## src/rtl/card_seq_pkg.sv

```systemverilog
package card_seq_pkg;

    typedef enum logic [2:0] {
        ST_IDLE,
        ST_RAMP,
        ST_SETTLE,
        ST_ARM,
        ST_ACTIVE,
        ST_DRST,
        ST_DIO,
        ST_DSUP
    } slot_state_e;

endpackage

```

## src/rtl/card_settle_timer.sv

```systemverilog
module card_settle_timer #(
    parameter int CYCLES = 40000
) (
    input  logic clk,
    input  logic rst_n,
    input  logic run,
    output logic done
);
    localparam int CW = (CYCLES < 2) ? 1 : $clog2(CYCLES);
    localparam logic [CW-1:0] LAST = CW'(CYCLES - 1);

    logic [CW-1:0] cnt_d, cnt_q;

    always_comb begin
        done  = run && (cnt_q == LAST);
        cnt_d = cnt_q;
        if (!run)
            cnt_d = '0;
        else if (!done)
            cnt_d = cnt_q + 1'b1;
    end

    always_ff @(posedge clk or negedge rst_n) begin
        if (!rst_n)
            cnt_q <= '0;
        else
            cnt_q <= cnt_d;
    end

    AST_TIMER_BOUND: assert property (@(posedge clk) disable iff (!rst_n)
        cnt_q <= LAST);

    AST_TIMER_IDLE_ZERO: assert property (@(posedge clk) disable iff (!rst_n)
        !$past(run) |-> (cnt_q == '0));

endmodule

```

## src/rtl/card_clk_gate.sv

```systemverilog
module card_clk_gate (
    input  logic clk,
    input  logic rst_n,
    input  logic src_i,
    input  logic arm_i,
    input  logic stop_i,
    output logic gate_o,
    output logic card_clk_o
);
    typedef struct packed {
        logic       src;
        logic       gate;
        logic       clk_out;
        logic [1:0] rise_cnt;
        logic [1:0] fall_cnt;
    } gate_reg_t;

    gate_reg_t q, d;
    logic rise, fall;

    always_comb begin
        rise = src_i && !q.src;
        fall = !src_i && q.src;
        d     = q;
        d.src = src_i;

        if (arm_i) begin
            if (rise) begin
                if (q.rise_cnt == 2'd1 && !q.gate)
                    d.gate = 1'b1;
                if (q.rise_cnt != 2'd2)
                    d.rise_cnt = q.rise_cnt + 2'd1;
            end
        end else begin
            d.rise_cnt = 2'd0;
        end

        if (stop_i) begin
            if (fall && q.fall_cnt != 2'd2)
                d.fall_cnt = q.fall_cnt + 2'd1;
            if (q.gate && q.fall_cnt == 2'd2 && !src_i && !q.src)
                d.gate = 1'b0;
        end else begin
            d.fall_cnt = 2'd0;
        end

        d.clk_out = src_i && d.gate;
    end

    always_ff @(posedge clk or negedge rst_n) begin
        if (!rst_n)
            q <= '0;
        else
            q <= d;
    end

    assign gate_o     = q.gate;
    assign card_clk_o = q.clk_out;

    logic src_seen;
    assign src_seen = q.src;

    AST_GATE_SRC_LOW: assert property (@(posedge clk) disable iff (!rst_n)
        !$stable(gate_o) |-> !$past(src_seen));

    AST_GATE_ON_ARMED: assert property (@(posedge clk) disable iff (!rst_n)
        $rose(gate_o) |-> $past(arm_i));

    AST_GATE_OFF_STOPPING: assert property (@(posedge clk) disable iff (!rst_n)
        $fell(gate_o) |-> $past(stop_i));

endmodule

```

## src/rtl/card_slot_fsm.sv

```systemverilog
module card_slot_fsm
    import card_seq_pkg::*;
(
    input  logic clk,
    input  logic rst_n,
    input  logic en,
    input  logic sup_good,
    input  logic vsel,
    input  logic gate_on,
    input  logic timer_done,
    output logic timer_run,
    output logic arm,
    output logic stop,
    output logic sup_en,
    output logic vsel_o,
    output logic rst_rel,
    output logic io_rel,
    output logic idle
);
    typedef struct packed {
        slot_state_e state;
        logic        vsel;
    } fsm_reg_t;

    fsm_reg_t q, d;

    always_comb begin
        d = q;
        unique case (q.state)
            ST_IDLE: begin
                if (en) begin
                    d.state = ST_RAMP;
                    d.vsel  = vsel;
                end
            end
            ST_RAMP: begin
                if (!en)
                    d.state = ST_DRST;
                else if (sup_good)
                    d.state = ST_SETTLE;
            end
            ST_SETTLE: begin
                if (!en)
                    d.state = ST_DRST;
                else if (timer_done)
                    d.state = ST_ARM;
            end
            ST_ARM: begin
                if (!en)
                    d.state = ST_DRST;
                else if (gate_on)
                    d.state = ST_ACTIVE;
            end
            ST_ACTIVE: begin
                if (!en)
                    d.state = ST_DRST;
            end
            ST_DRST: begin
                if (!gate_on)
                    d.state = ST_DIO;
            end
            ST_DIO:  d.state = ST_DSUP;
            ST_DSUP: d.state = ST_IDLE;
            default: d.state = ST_IDLE;
        endcase
    end

    always_ff @(posedge clk or negedge rst_n) begin
        if (!rst_n) begin
            q.state <= ST_IDLE;
            q.vsel  <= 1'b0;
        end else begin
            q <= d;
        end
    end

    assign timer_run = (q.state == ST_SETTLE);
    assign arm       = (q.state == ST_ARM);
    assign stop      = (q.state == ST_DRST);
    assign sup_en    = (q.state != ST_IDLE) && (q.state != ST_DSUP);
    assign rst_rel   = (q.state == ST_ARM) || (q.state == ST_ACTIVE);
    assign io_rel    = rst_rel || (q.state == ST_DRST);
    assign idle      = (q.state == ST_IDLE);
    assign vsel_o    = q.vsel;

    AST_QUIET_RAMP: assert property (@(posedge clk) disable iff (!rst_n)
        (q.state == ST_RAMP || q.state == ST_SETTLE) |-> (!io_rel && !rst_rel && !gate_on));

    AST_RESET_FIRST: assert property (@(posedge clk) disable iff (!rst_n)
        ($past(rst_rel) && !rst_rel && sup_en) |-> io_rel || !$past(io_rel));

    AST_ABORT: assert property (@(posedge clk) disable iff (!rst_n)
        (!en && (q.state == ST_RAMP || q.state == ST_SETTLE || q.state == ST_ARM)) |=> (q.state == ST_DRST));

    AST_VSEL_HELD: assert property (@(posedge clk) disable iff (!rst_n)
        !idle && $past(!idle) |-> $stable(vsel_o));

endmodule

```

## src/rtl/card_slot.sv

```systemverilog
module card_slot #(
    parameter int SETTLE_CYC = 40000
) (
    input  logic clk,
    input  logic rst_n,
    input  logic clk_src,
    input  logic en,
    input  logic sup_good,
    input  logic vsel,
    input  logic sw_rst,
    input  logic sw_io,
    output logic sup_en,
    output logic vsel_o,
    output logic card_rst,
    output logic card_io,
    output logic card_clk,
    output logic idle
);
    logic timer_run, timer_done, arm, stop, gate_on, rst_rel, io_rel;

    card_slot_fsm u_fsm (
        .clk        (clk),
        .rst_n      (rst_n),
        .en         (en),
        .sup_good   (sup_good),
        .vsel       (vsel),
        .gate_on    (gate_on),
        .timer_done (timer_done),
        .timer_run  (timer_run),
        .arm        (arm),
        .stop       (stop),
        .sup_en     (sup_en),
        .vsel_o     (vsel_o),
        .rst_rel    (rst_rel),
        .io_rel     (io_rel),
        .idle       (idle)
    );

    card_settle_timer #(.CYCLES(SETTLE_CYC)) u_timer (
        .clk   (clk),
        .rst_n (rst_n),
        .run   (timer_run),
        .done  (timer_done)
    );

    card_clk_gate u_gate (
        .clk        (clk),
        .rst_n      (rst_n),
        .src_i      (clk_src),
        .arm_i      (arm),
        .stop_i     (stop),
        .gate_o     (gate_on),
        .card_clk_o (card_clk)
    );

    assign card_rst = rst_rel && sw_rst;
    assign card_io  = io_rel && sw_io;

    AST_IO_BEFORE_SUPPLY: assert property (@(posedge clk) disable iff (!rst_n)
        $fell(sup_en) |-> (!io_rel && $past(!io_rel)));

    AST_IDLE_AFTER_SUPPLY: assert property (@(posedge clk) disable iff (!rst_n)
        $rose(idle) |-> $past(!sup_en));

    AST_CLK_NEEDS_SUPPLY: assert property (@(posedge clk) disable iff (!rst_n)
        card_clk |-> (sup_en && io_rel));

    AST_UNPOWERED_QUIET: assert property (@(posedge clk) disable iff (!rst_n)
        !sup_en |-> (!card_rst && !card_io && !card_clk));

endmodule

```

## src/rtl/cardslot_seq_top.sv

```systemverilog
module cardslot_seq_top #(
    parameter int NUM_SLOTS   = 2,
    parameter int SYS_FREQ_HZ = 50_000_000,
    parameter int SETTLE_US   = 800
) (
    input  logic                 clk,
    input  logic                 rst_n,
    input  logic                 clk_src,
    input  logic [NUM_SLOTS-1:0] en,
    input  logic [NUM_SLOTS-1:0] sup_good,
    input  logic [NUM_SLOTS-1:0] vsel,
    input  logic [NUM_SLOTS-1:0] sw_rst,
    input  logic [NUM_SLOTS-1:0] sw_io,
    output logic [NUM_SLOTS-1:0] sup_en,
    output logic [NUM_SLOTS-1:0] vsel_o,
    output logic [NUM_SLOTS-1:0] card_rst,
    output logic [NUM_SLOTS-1:0] card_io,
    output logic [NUM_SLOTS-1:0] card_clk,
    output logic [NUM_SLOTS-1:0] idle
);
    localparam int SETTLE_CYC_RAW = (SYS_FREQ_HZ / 1000) * SETTLE_US / 1000;
    localparam int SETTLE_CYC     = (SETTLE_CYC_RAW < 2) ? 2 : SETTLE_CYC_RAW;

    for (genvar s = 0; s < NUM_SLOTS; s++) begin : g_slot
        card_slot #(.SETTLE_CYC(SETTLE_CYC)) u_slot (
            .clk      (clk),
            .rst_n    (rst_n),
            .clk_src  (clk_src),
            .en       (en[s]),
            .sup_good (sup_good[s]),
            .vsel     (vsel[s]),
            .sw_rst   (sw_rst[s]),
            .sw_io    (sw_io[s]),
            .sup_en   (sup_en[s]),
            .vsel_o   (vsel_o[s]),
            .card_rst (card_rst[s]),
            .card_io  (card_io[s]),
            .card_clk (card_clk[s]),
            .idle     (idle[s])
        );
    end

endmodule

```

## config.mk

```make
export PLATFORM = sky130hd
export DESIGN_NAME = cardslot_seq_top
export DESIGN_NICKNAME = d
export VERILOG_FILES = /design/src/rtl/card_seq_pkg.sv /design/src/rtl/card_settle_timer.sv /design/src/rtl/card_clk_gate.sv /design/src/rtl/card_slot_fsm.sv /design/src/rtl/card_slot.sv /design/src/rtl/cardslot_seq_top.sv
export SDC_FILE = /design/constraint.sdc
export NUM_CORES = 1
export LEC_CHECK = 0
export ABC_CLOCK_PERIOD_IN_PS = 1710
export BUFFER_PORTS_ARGS = -buffer_cell sky130_fd_sc_hd__buf_4
export CORE_MARGIN = 2
export CORE_UTILIZATION = 40
export CTS_CLUSTER_DIAMETER = 60
export DETAILED_ROUTE_END_ITERATION = 10
export GPL_TIMING_DRIVEN = 0
export MAX_ROUTING_LAYER = met4
export PLACE_DENSITY_LB_ADDON = 0.05
export SYNTH_ARGS = -nofsm -noshare
export SYNTH_HDL_FRONTEND = slang
export SYNTH_SLANG_ARGS = --single-unit
```

## constraint.sdc

```tcl
create_clock -name clk -period 1.71 [get_ports clk]
set_input_delay 0.171 -clock clk [delete_from_list [all_inputs] [get_ports clk]]
set_output_delay 0.171 -clock clk [all_outputs]
set_load 0.005 [all_outputs]
```

### Yosys cells after proc, flatten, opt, wreduce, memory -nomap -nowiden

Cells that the tools add are included.

| operators by class | value |
|---|---|
| add/subtract/negate cells | 6 |
| equal/unequal tests | 46 |
| muxes and demuxes | 44 |
| reduce and logical (&&, ||, !) cells | 40 |

Operator list:

| operator | number |
|---|---|
| 2-to-1 mux 16 bit | 4 |
| 2-to-1 mux 3 bit | 16 |
| one-hot mux 3 bit (8 select lines) | 2 |
| != test 2 bit (second input constant) | 18 |
| adder 16 x 1 -> 16 bit (second input constant) | 2 |
| equality test 16 bit (second input constant) | 2 |
| equality test 3 bit (second input constant) | 8 |
| logical AND 1 bit | 22 |
| 2-to-1 mux 2 bit | 10 |
| != test 3 bit (second input constant) | 6 |
| equality test 3 x 2 -> 1 bit (second input constant) | 4 |
| AND reduction 6 bit | 2 |
| 2-to-1 mux 1 bit | 10 |
| adder 2 x 1 -> 2 bit (second input constant) | 4 |
| 2-to-1 mux 4 bit | 2 |
| AND reduction 2 bit | 4 |
| equality test 3 x 1 -> 1 bit (second input constant) | 2 |
| logical NOT 3 bit | 2 |
| != test 3 x 2 -> 1 bit (second input constant) | 2 |
| nonzero test 3 bit | 2 |
| equality test 2 x 1 -> 1 bit (second input constant) | 2 |
| equality test 2 bit (second input constant) | 2 |
| logical NOT 1 bit | 4 |
| logical OR 1 bit | 4 |

| word-level totals | value |
|---|---|
| register bits | 53 |
| bits of input ports | 13 |
| output and inout bits | 12 |
| logic and storage cells | 151 |

### Logic depth before layout (Yosys ltp)

Gate-level depths: netlist (run 1).

| depth | value |
|---|---|
| depth after elaboration | 8 |
| mapped depth | 6 |
| depth with buffers taken out | 5 |

### By module

From an unflattened synthesis (run 1), not the netlist that was laid out.

| unflattened totals | value |
|---|---|
| cells, all modules | 329 |
| area, all modules | 3,178.0 um^2 |

By module, submodules not included:

| module | instances | cells each | area each (um^2) | seq. area each (um^2) |
|---|---|---|---|---|
| card_settle_timer at g_slot[0].u_slot.u_timer | 1 | 91 | 888.4 | 400.4 |
| card_settle_timer at g_slot[1].u_slot.u_timer | 1 | 88 | 858.3 | 400.4 |
| card_clk_gate | 2 | 33 | 376.6 | 175.2 |
| card_slot_fsm | 2 | 40 | 326.6 | 100.1 |
| card_slot | 2 | 2 | 12.5 | 0.0 |

### Least setup slack after synthesis (run 1)

OpenSTA, ideal clock, no wires.

| timing path | value |
|---|---|
| path kind | flip-flop to flip-flop |
| from | register g_slot[1].u_slot.u_timer.cnt_q[8] |
| to | register g_slot[1].u_slot.u_timer.cnt_q[1] |
| library setup time | 0.130 ns |
| arrival time | 1.699 ns |
| data required time | 1.580 ns |
| slack | -0.119 ns |
| stages on the path, launching flop included | 5 |
| path buffers | 0 |
| period minus slack after synthesis | 1.829 ns |
| path through | dfrtp_1 > or4_4 > nor4_4 > mux2i_1 > nor2_2 |

| between the ends | value |
|---|---|
| cells in the longest elaborated chain, start to end | 3 |

Ends and longest elaborated chain:

| element | RTL line | source |
|---|---|---|
| from (decl) | card_settle_timer.sv:12 | `logic [CW-1:0] cnt_d, cnt_q;` |
| from (signal assigned) | card_settle_timer.sv:27 | `cnt_q <= cnt_d;` |
| equality test 16 bit | card_settle_timer.sv:15 | `done = run && (cnt_q == LAST);` |
| logical AND 1 bit | card_settle_timer.sv:15 |  |
| != test 2 bit (no source line) | -- |  |

Every way passes these cells.
A chain may end at the register's enable or synchronous reset.

### Worst setup path after layout (run 1)

Ends and elaborated chain as after synthesis.

==> reports/metrics.yaml, run 1 <==
comb_power_share_pct: 39.5
grt_usage_pct: 17.1
drive_gt1_share_pct: 29.1
synth_ff_type: "dfrtp_1"
status: "complete, but fails checks"
fin_util_pct: 51.7
num_vias: 2540
hold_path.class: "input port to flip-flop"
antenna_left: 0
period_share_pct: 107
synth_commonest_cells: "53 x dfrtp_1, 31 x nor2_1, 26 x nand2_1"
worstPathMaxFanout: 5
io_buffers: 24
rows: 31
drcViolationCount: 0
fin_ws_ns: -0.115
area_delta_synth_final_pct: 25.2
rsz0062_at_grt: "yes"
ctsLongestPathBuffers: 2
finalCriticalPeriod_ns: 1.83
max_freq_mhz: 548
pre_cts_ws_ns: -0.288
netlist_area_sq_um: 2990
place_congestion: 0.771
clk_pin_slew_ns: 0.10
p_int_mw: 2.46
yosysMostFrequentCell: "dfrtp_1"
violations: "setup timing"
drt_iter0_drc: 63
root_buffer: "clkbuf_8"
drt_first_pass_iters: 4
start_util_pct: 41.3
hold_viol_final: 0
worstSkewPairLatency_ns: 0.30
nFillCells: 727
pwr-share-clk_pct: 19.2
finalClockSkew_ns: 0.00466
hold_slack_ns: 0.0297
critPathCaptureType: "flip-flop"
overflow: 0
drt-vias-per-instance: 5.25
yosys.area.top_type_share_pct: 44.3
dieHeight_microns: 90.5
nets: 405
fin_cells: 484
ys_top_cells_by_area: "dfrtp_1 44%, nor2_1 3.9%, o21ai_0 3.8%"
ys_types: 43
max-slew-margin-rel_pct: 53.3
num_io_pins: 25
grt_pass1_wl_mm: 11.3
synth-async-reset-ratio_pct: 100
synth_top_area_cell: "dfrtp_1"
setup_viol: 16
place_area_sq_um: 3300
critPathKind: "flip-flop to flip-flop"
syn_nets: 351
detail_route.wl_per_cell_microns: 13.4
place_inst: 453
core_area_sq_um: 7250
dieArea_sq_um: 8190
finalInstanceArea_sq_um: 3750
arrival_ns: 2.01
p_leak_nw: 1.55
worstMarginPinSlew_ns: 0.701
pwr-share-seq_pct: 41.3
grt_max_degree: 54
post-dp-hpwl_mm: 4.10
wl_mm: 6.47
yosysWarnings: 0
htree_levels: 2
startpoint_type: "flip-flop"
die_width_microns: 90.5
clock_sinks: 53
synth_seq_area_share_pct: 44.3
ys_ff_latch: 53
diodes: 0
synth_edf_count: 0
drv_cap: 0
cts_tree: "done"
synthCells: 330
grt_pass1_vias: 2402
avgSynthCellArea_sq_um: 9.07
antenna_found_initial: 0
power.density_nw_per_um2: 979
switchingPower_mw: 1.21
required_ns: 1.89
drv_slew: 0
cts_buffers: 5
p_sw_share_pct: 33.0
ir_drop_mv: 0.732
## cell type report
type / instances / area, sq um / area share, %
sequential: 53 / 1330 / 35.4
multi-input combinational: 242 / 1630 / 43.3
timing repair buffer: 48 / 364 / 9.71
inverter: 11 / 41.3 / 1.10
tap: 99 / 124 / 3.30
clock buffer: 6 / 72.6 / 1.94
buffer: 23 / 185 / 4.94
clock inverter: 2 / 10.0 / 0.267
## registers in the layout (all words and copies together), names as in the netlist
name and cells:
g_slot.u_slot.u_fsm.q 6, g_slot.u_slot.u_gate.src_seen 1, g_slot.u_slot.u_gate.card_clk_o 2, g_slot.u_slot.u_gate.q 8, g_slot.u_slot.u_timer.cnt_q 32, g_slot.u_slot.u_gate.gate_o 2
g_slot.u_slot.u_fsm.vsel_o 2
## critical path: stages, from the launching register on
cell     delay [ns]
dfrtp_1        0.39
or4_4          0.55
nor4_4         0.34
buf_6          0.18
mux2i_1        0.21
nor2_2         0.04
## power by group through the flow
stage	clock network, mW	logic (mW)	registers [mW]
3_3_place_gp	0	1.21	1.51
4_1_cts	0.739	1.31	1.50
2_1_floorplan	0	0.847	1.48
5_1_grt	0.782	1.62	1.54
3_5_place_dp	0	1.22	1.52
6_report	0.704	1.45	1.52
## worst paths after layout
| path | slack [ns] | from | end | depth (start not counted) |
|---|---|---|---|---|
| worst max register to register | -0.12 | g_slot[1].u_slot.u_timer.cnt_q[8] | g_slot[1].u_slot.u_timer.cnt_q[1] | 5 |
| max in group asynchronous | 0.77 | rst_n | g_slot[1].u_slot.u_fsm.q[3] | 2 |
| worst min-delay path | 0.03 | clk_src | g_slot[1].u_slot.u_gate.src_seen | 1 |
| min in group asynchronous | 0.45 | rst_n | g_slot[1].u_slot.u_timer.cnt_q[3] | 2 |
| worst max-delay path | -0.12 | g_slot[1].u_slot.u_timer.cnt_q[8] | g_slot[1].u_slot.u_timer.cnt_q[1] | 5 |
| worst min register to register | 0.52 | g_slot[1].u_slot.u_fsm.vsel_o | g_slot[1].u_slot.u_fsm.vsel_o | 1 |
## per-layer routing
metal	share of wire (%)	vias up	track usage, %	wire [microns]
met5	0	-	-	0
met4	0.68	0	4.23	44
met3	2.0	4	2.75	128
met2	49	26	26.4	3150
met1	49	1241	23.5	3150
li1	-	1269	-	-
## what timing repair did
action                                  in CTS  in global routing
endpoints found under the hold margin       53                  0
pin swaps                                    5                 12
cloned                                       2                  0
hold buffers                                 1                  0
setup buffers                               13                  8
gates resized for setup                     28                 43
endpoints found under the setup margin      23                 31
## logic make-up (layout without fill, tap and decap cells)
kind of cell    Yosys count  count (layout)  share of synthesized area, %
buf+inv                  35              90                          5.98
compound gates           64              64                          12.3
flops                    53              53                          44.3
xor+xnor                 16              16                          4.68
mux                       6               6                          2.09
simple gates            148             148                          27.3
fa+ha+maj                 8               8                          3.34
## cell usage in the layout, fill, tap and decap left out, drive strengths merged, types with 3 or more instances in the layout
master  netlist  final
dfrtp        53     53
nand3        13     13
nor3          7      7
a21oi        20     20
ha            8      8
o211ai        3      3
xnor2         8      8
and3          5      5
clkbuf       10     11
nor2b         7      7
mux2i         4      4
nor2         32     32
nor4          5      5
inv          11     11
xor2          8      8
buf          14     65
nand2b        9      9
nand2        26     26
or3          15     15
or4           6      6
a21boi        4      4
nand4        10     10
o21ai        24     24
nand3b        4      4
and2          5      5
o22ai         5      5
## stage by stage
step / setup TNS, ns / total power, mW
6_report: -0.910 / 3.67
5_1_grt: -1.84 / 3.94
2_1_floorplan: -0.213 / 2.33
3_3_place_gp: -3.08 / 2.72
3_5_place_dp: -3.26 / 2.73
4_1_cts: -0.419 / 3.55
(Power assumes the default switching activity.)
==> run 2: changes to the inputs <==
--- a/config.mk
+++ b/config.mk
@@ -5,13 +5,15 @@
 export SDC_FILE = /design/constraint.sdc
 export NUM_CORES = 1
 export LEC_CHECK = 0
+export ABC_AREA = 1
 export ABC_CLOCK_PERIOD_IN_PS = 1710
 export BUFFER_PORTS_ARGS = -buffer_cell sky130_fd_sc_hd__buf_4
-export CORE_MARGIN = 2
+export CORE_MARGIN = 4
 export CORE_UTILIZATION = 40
 export CTS_CLUSTER_DIAMETER = 60
 export DETAILED_ROUTE_END_ITERATION = 10
 export GPL_TIMING_DRIVEN = 0
+export HOLD_SLACK_MARGIN = 0.12
 export MAX_ROUTING_LAYER = met4
 export PLACE_DENSITY_LB_ADDON = 0.05
 export SYNTH_ARGS = -nofsm -noshare
==> reports/metrics.yaml, run 2 <==
dieArea_sq_um: 9420
yosysMostFrequentCell: "nand2_1"
required_ns: 1.54
worstHoldPathCells: 4
worst-path-stages: 6
rr_worst_depth: 7
wl_mm: 6.60
nets: 484
pre_cts_ws_ns: 0.209
synth_edf_count: 0
path_buf_inv: 3
drcViolationCount: 0
synth-async-reset-ratio_pct: 100
start_util_pct: 41.1
arrival_ns: 1.45
overflow: 0
setup_viol: 0
ys_ff_latch: 53
comb_power_share_pct: 41.5
startpoint_type: "flip-flop"
worstSkewPairLatency_ns: 0.31
hold_path.class: "input port to flip-flop"
cts_buffers: 5
switchingPower_mw: 1.55
grt_pass1_vias: 2624
drv_slew: 0
crit_chain: "nor2_4 -> nand2_2 -> o21ai_0 -> inv_1 -> buf_4 -> buf_4"
max_freq_mhz: 619
cts_tree: "done"
htree_levels: 2
r2r_start: "g_slot[0].u_slot.u_fsm.q[1]"
drive_gt1_share_pct: 19.8
setup.worst_path.end: "sup_en[1]"
ctsLongestPathBuffers: 2
cp_common_cell: "buf_4"
p_sw_share_pct: 36.4
ys_top_cells_by_area: "dfrtp_1 42%, nand2_1 8.5%, inv_1 7.6%"
num_io_pins: 25
die_width_microns: 97.1
finalClockSkew_ns: 0.00513
detail_route.wl_per_cell_microns: 11.7
grt_usage_pct: 14.8
period_share_pct: 94.5
final_common_cell: "nand2_1"
crit_start: "g_slot[1].u_slot.u_fsm.q[2]"
clock_sinks: 53
root_buffer: "clkbuf_8"
crit_path_max_incr_delay_ns: 0.49
avgSynthCellArea_sq_um: 7.52
place_inst: 548
max-slew-margin-rel_pct: 54.0
antenna_left: 0
cpMaxStageDelayCell: "dfrtp_2"
syn_nets: 443
status: "finished, final reports clean"
p_leak_nw: 1.72
critPathCaptureType: "output port"
pwr-share-seq_pct: 37.2
synth_top_area_cell: "dfrtp_1"
fin_ws_ns: 0.0936
rsz0062_at_grt: "yes"
drt-vias-per-instance: 4.86
place_congestion: 0.866
drt_iter0_drc: 76
p_int_mw: 2.72
crit_family: "flip-flops"
synth_ff_type: "dfrtp_1"
most-common-layout-cells: "69 x nand2_1, 61 x inv_1, 54 x nor2_1"
synth_seq_area_share_pct: 41.8
dieHeight_microns: 97.1
regMostFlops: "g_slot.u_slot.u_timer.cnt_q"
yosys.area.top_type_share_pct: 41.8
netlist_area_sq_um: 3170
pwr-share-clk_pct: 21.3
drv_cap: 0
grt_max_degree: 54
grt_pass1_wl_mm: 11.5
yosysWarnings: 0
io_buffers: 24
hold_viol_final: 0
power.density_nw_per_um2: 1140
worstMarginPinSlew_ns: 0.690
clk_pin_slew_ns: 0.10
rows: 32
diodes: 0
ys_types: 31
core_area_sq_um: 7730
antenna_found_initial: 0
r2r_slack_ns: 0.20
drt_first_pass_iters: 4
ir_drop_mv: 0.674
post-dp-hpwl_mm: 4.83
worstPathMaxFanout: 4
synthCells: 422
largest_reg_flops: 32
reg_top3: "g_slot.u_slot.u_timer.cnt_q: 32 flops, g_slot.u_slot.u_gate.q: 8 flops, g_slot.u_slot.u_fsm.q: 6 flops"
finalCriticalPeriod_ns: 1.62
num_vias: 2750
area_delta_synth_final_pct: 18.1
synth_commonest_cells: "72 x nand2_1, 64 x inv_1, 55 x nor2_1"
critPathKind: "flip-flop to output port"
fin_cells: 566
reg2reg_to: "g_slot[0].u_slot.u_fsm.q[3]"
-- run 2: cell types whose count changed after synthesis, moves of 6 or more --
cell / delta
nor2_2: +8
nor2b_1: -7
clkbuf_1: -10
nand2_1: +46
nand3_1: +14
a31oi_1: +7
inv_1: +53
nand2b_1: -9
nor2_1: +24
xnor2_1: -8
or3_1: -13
nor3_1: +6
-- run 2: worst min path at each step --
stage                from                                 end  slack [ns]
finish              en[1]       g_slot[1].u_slot.u_fsm.vsel_o        0.22
global placement    rst_n  g_slot[1].u_slot.u_timer.cnt_q[14]        0.27
global route        en[1]       g_slot[1].u_slot.u_fsm.vsel_o        0.23
CTS                 en[1]       g_slot[1].u_slot.u_fsm.vsel_o        0.21
floorplan           rst_n         g_slot[0].u_slot.u_fsm.q[1]       -0.12
detailed placement  rst_n  g_slot[1].u_slot.u_timer.cnt_q[12]        0.27
-- run 2: layer usage --
| layer | share of wire (%) | vias up | GRT usage [%] |
|---|---|---|---|
| met3 | 2.0 | 5 | 2.44 |
| li1 | - | 1448 | - |
| met2 | 48 | 22 | 23.7 |
| met1 | 49 | 1275 | 19.8 |
| met4 | 0.83 | 0 | 3.24 |
| met5 | 0 | - | - |
-- run 2: cell families (layout without fill, tap and decap cells) --
kind of cell,count (synthesis),in the layout,synth area share (%)
AND/OR/NAND/NOR,202,202,29.7
buffers and inverters,85,127,11.9
AO/OA/AOI/OAI,66,66,11.1
flip-flops,53,53,41.8
adder cells (fa/ha/maj),8,8,3.15
XOR/XNOR,7,7,1.93
multiplexers,1,1,0.355
-- run 2: repair_timing --
item                       CTS  global route
pin swaps                    2             3
resized for setup           13            12
hold endpoints to repair    56             0
setup buffers                2             5
setup endpoints to repair    6             5
hold buffers                 4             0
-- run 2: per-stage QoR --
step	power, mW	instance area (sq um)	TNS (ns)	hold WS [ns]	utilization, %
final	4.27	3750	0	0.221	48.5
after global routing	4.61	3750	-0.0192	0.232	48.5
after CTS	4.20	3690	0	0.209	47.7
after detailed placement	3.14	3480	0	0.268	45.0
after global placement	3.11	3480	0	0.270	45.0
after floorplan	2.66	3170	0	-0.125	-
-- run 2: tightest hold or removal path, delay by kind of cell --
kind | cells | cell delay (ns)
buffers and inverters | 2 | 0.21
AO/OA/AOI/OAI | 1 | 0.08
AND/OR/NAND/NOR | 1 | 0.05
-- run 2: area by class of cell --
type | count | area [sq um]
sequential | 53 | 1330
clock buffer | 6 | 82.6
inverter | 68 | 258
buffer | 16 | 124
fill | 774 | 3980
multi-input combinational | 284 | 1510
clock inverter | 2 | 37.5
timing repair buffer | 35 | 273
tap | 102 | 128
-- run 2: power by group through the flow --
stage	registers [mW]	clock network (mW)	logic, mW
after floorplan	1.54	0	1.12
after global placement	1.57	0	1.55
after detailed placement	1.57	0	1.57
after CTS	1.56	0.954	1.69
after global routing	1.61	1.00	1.99
final	1.59	0.912	1.77
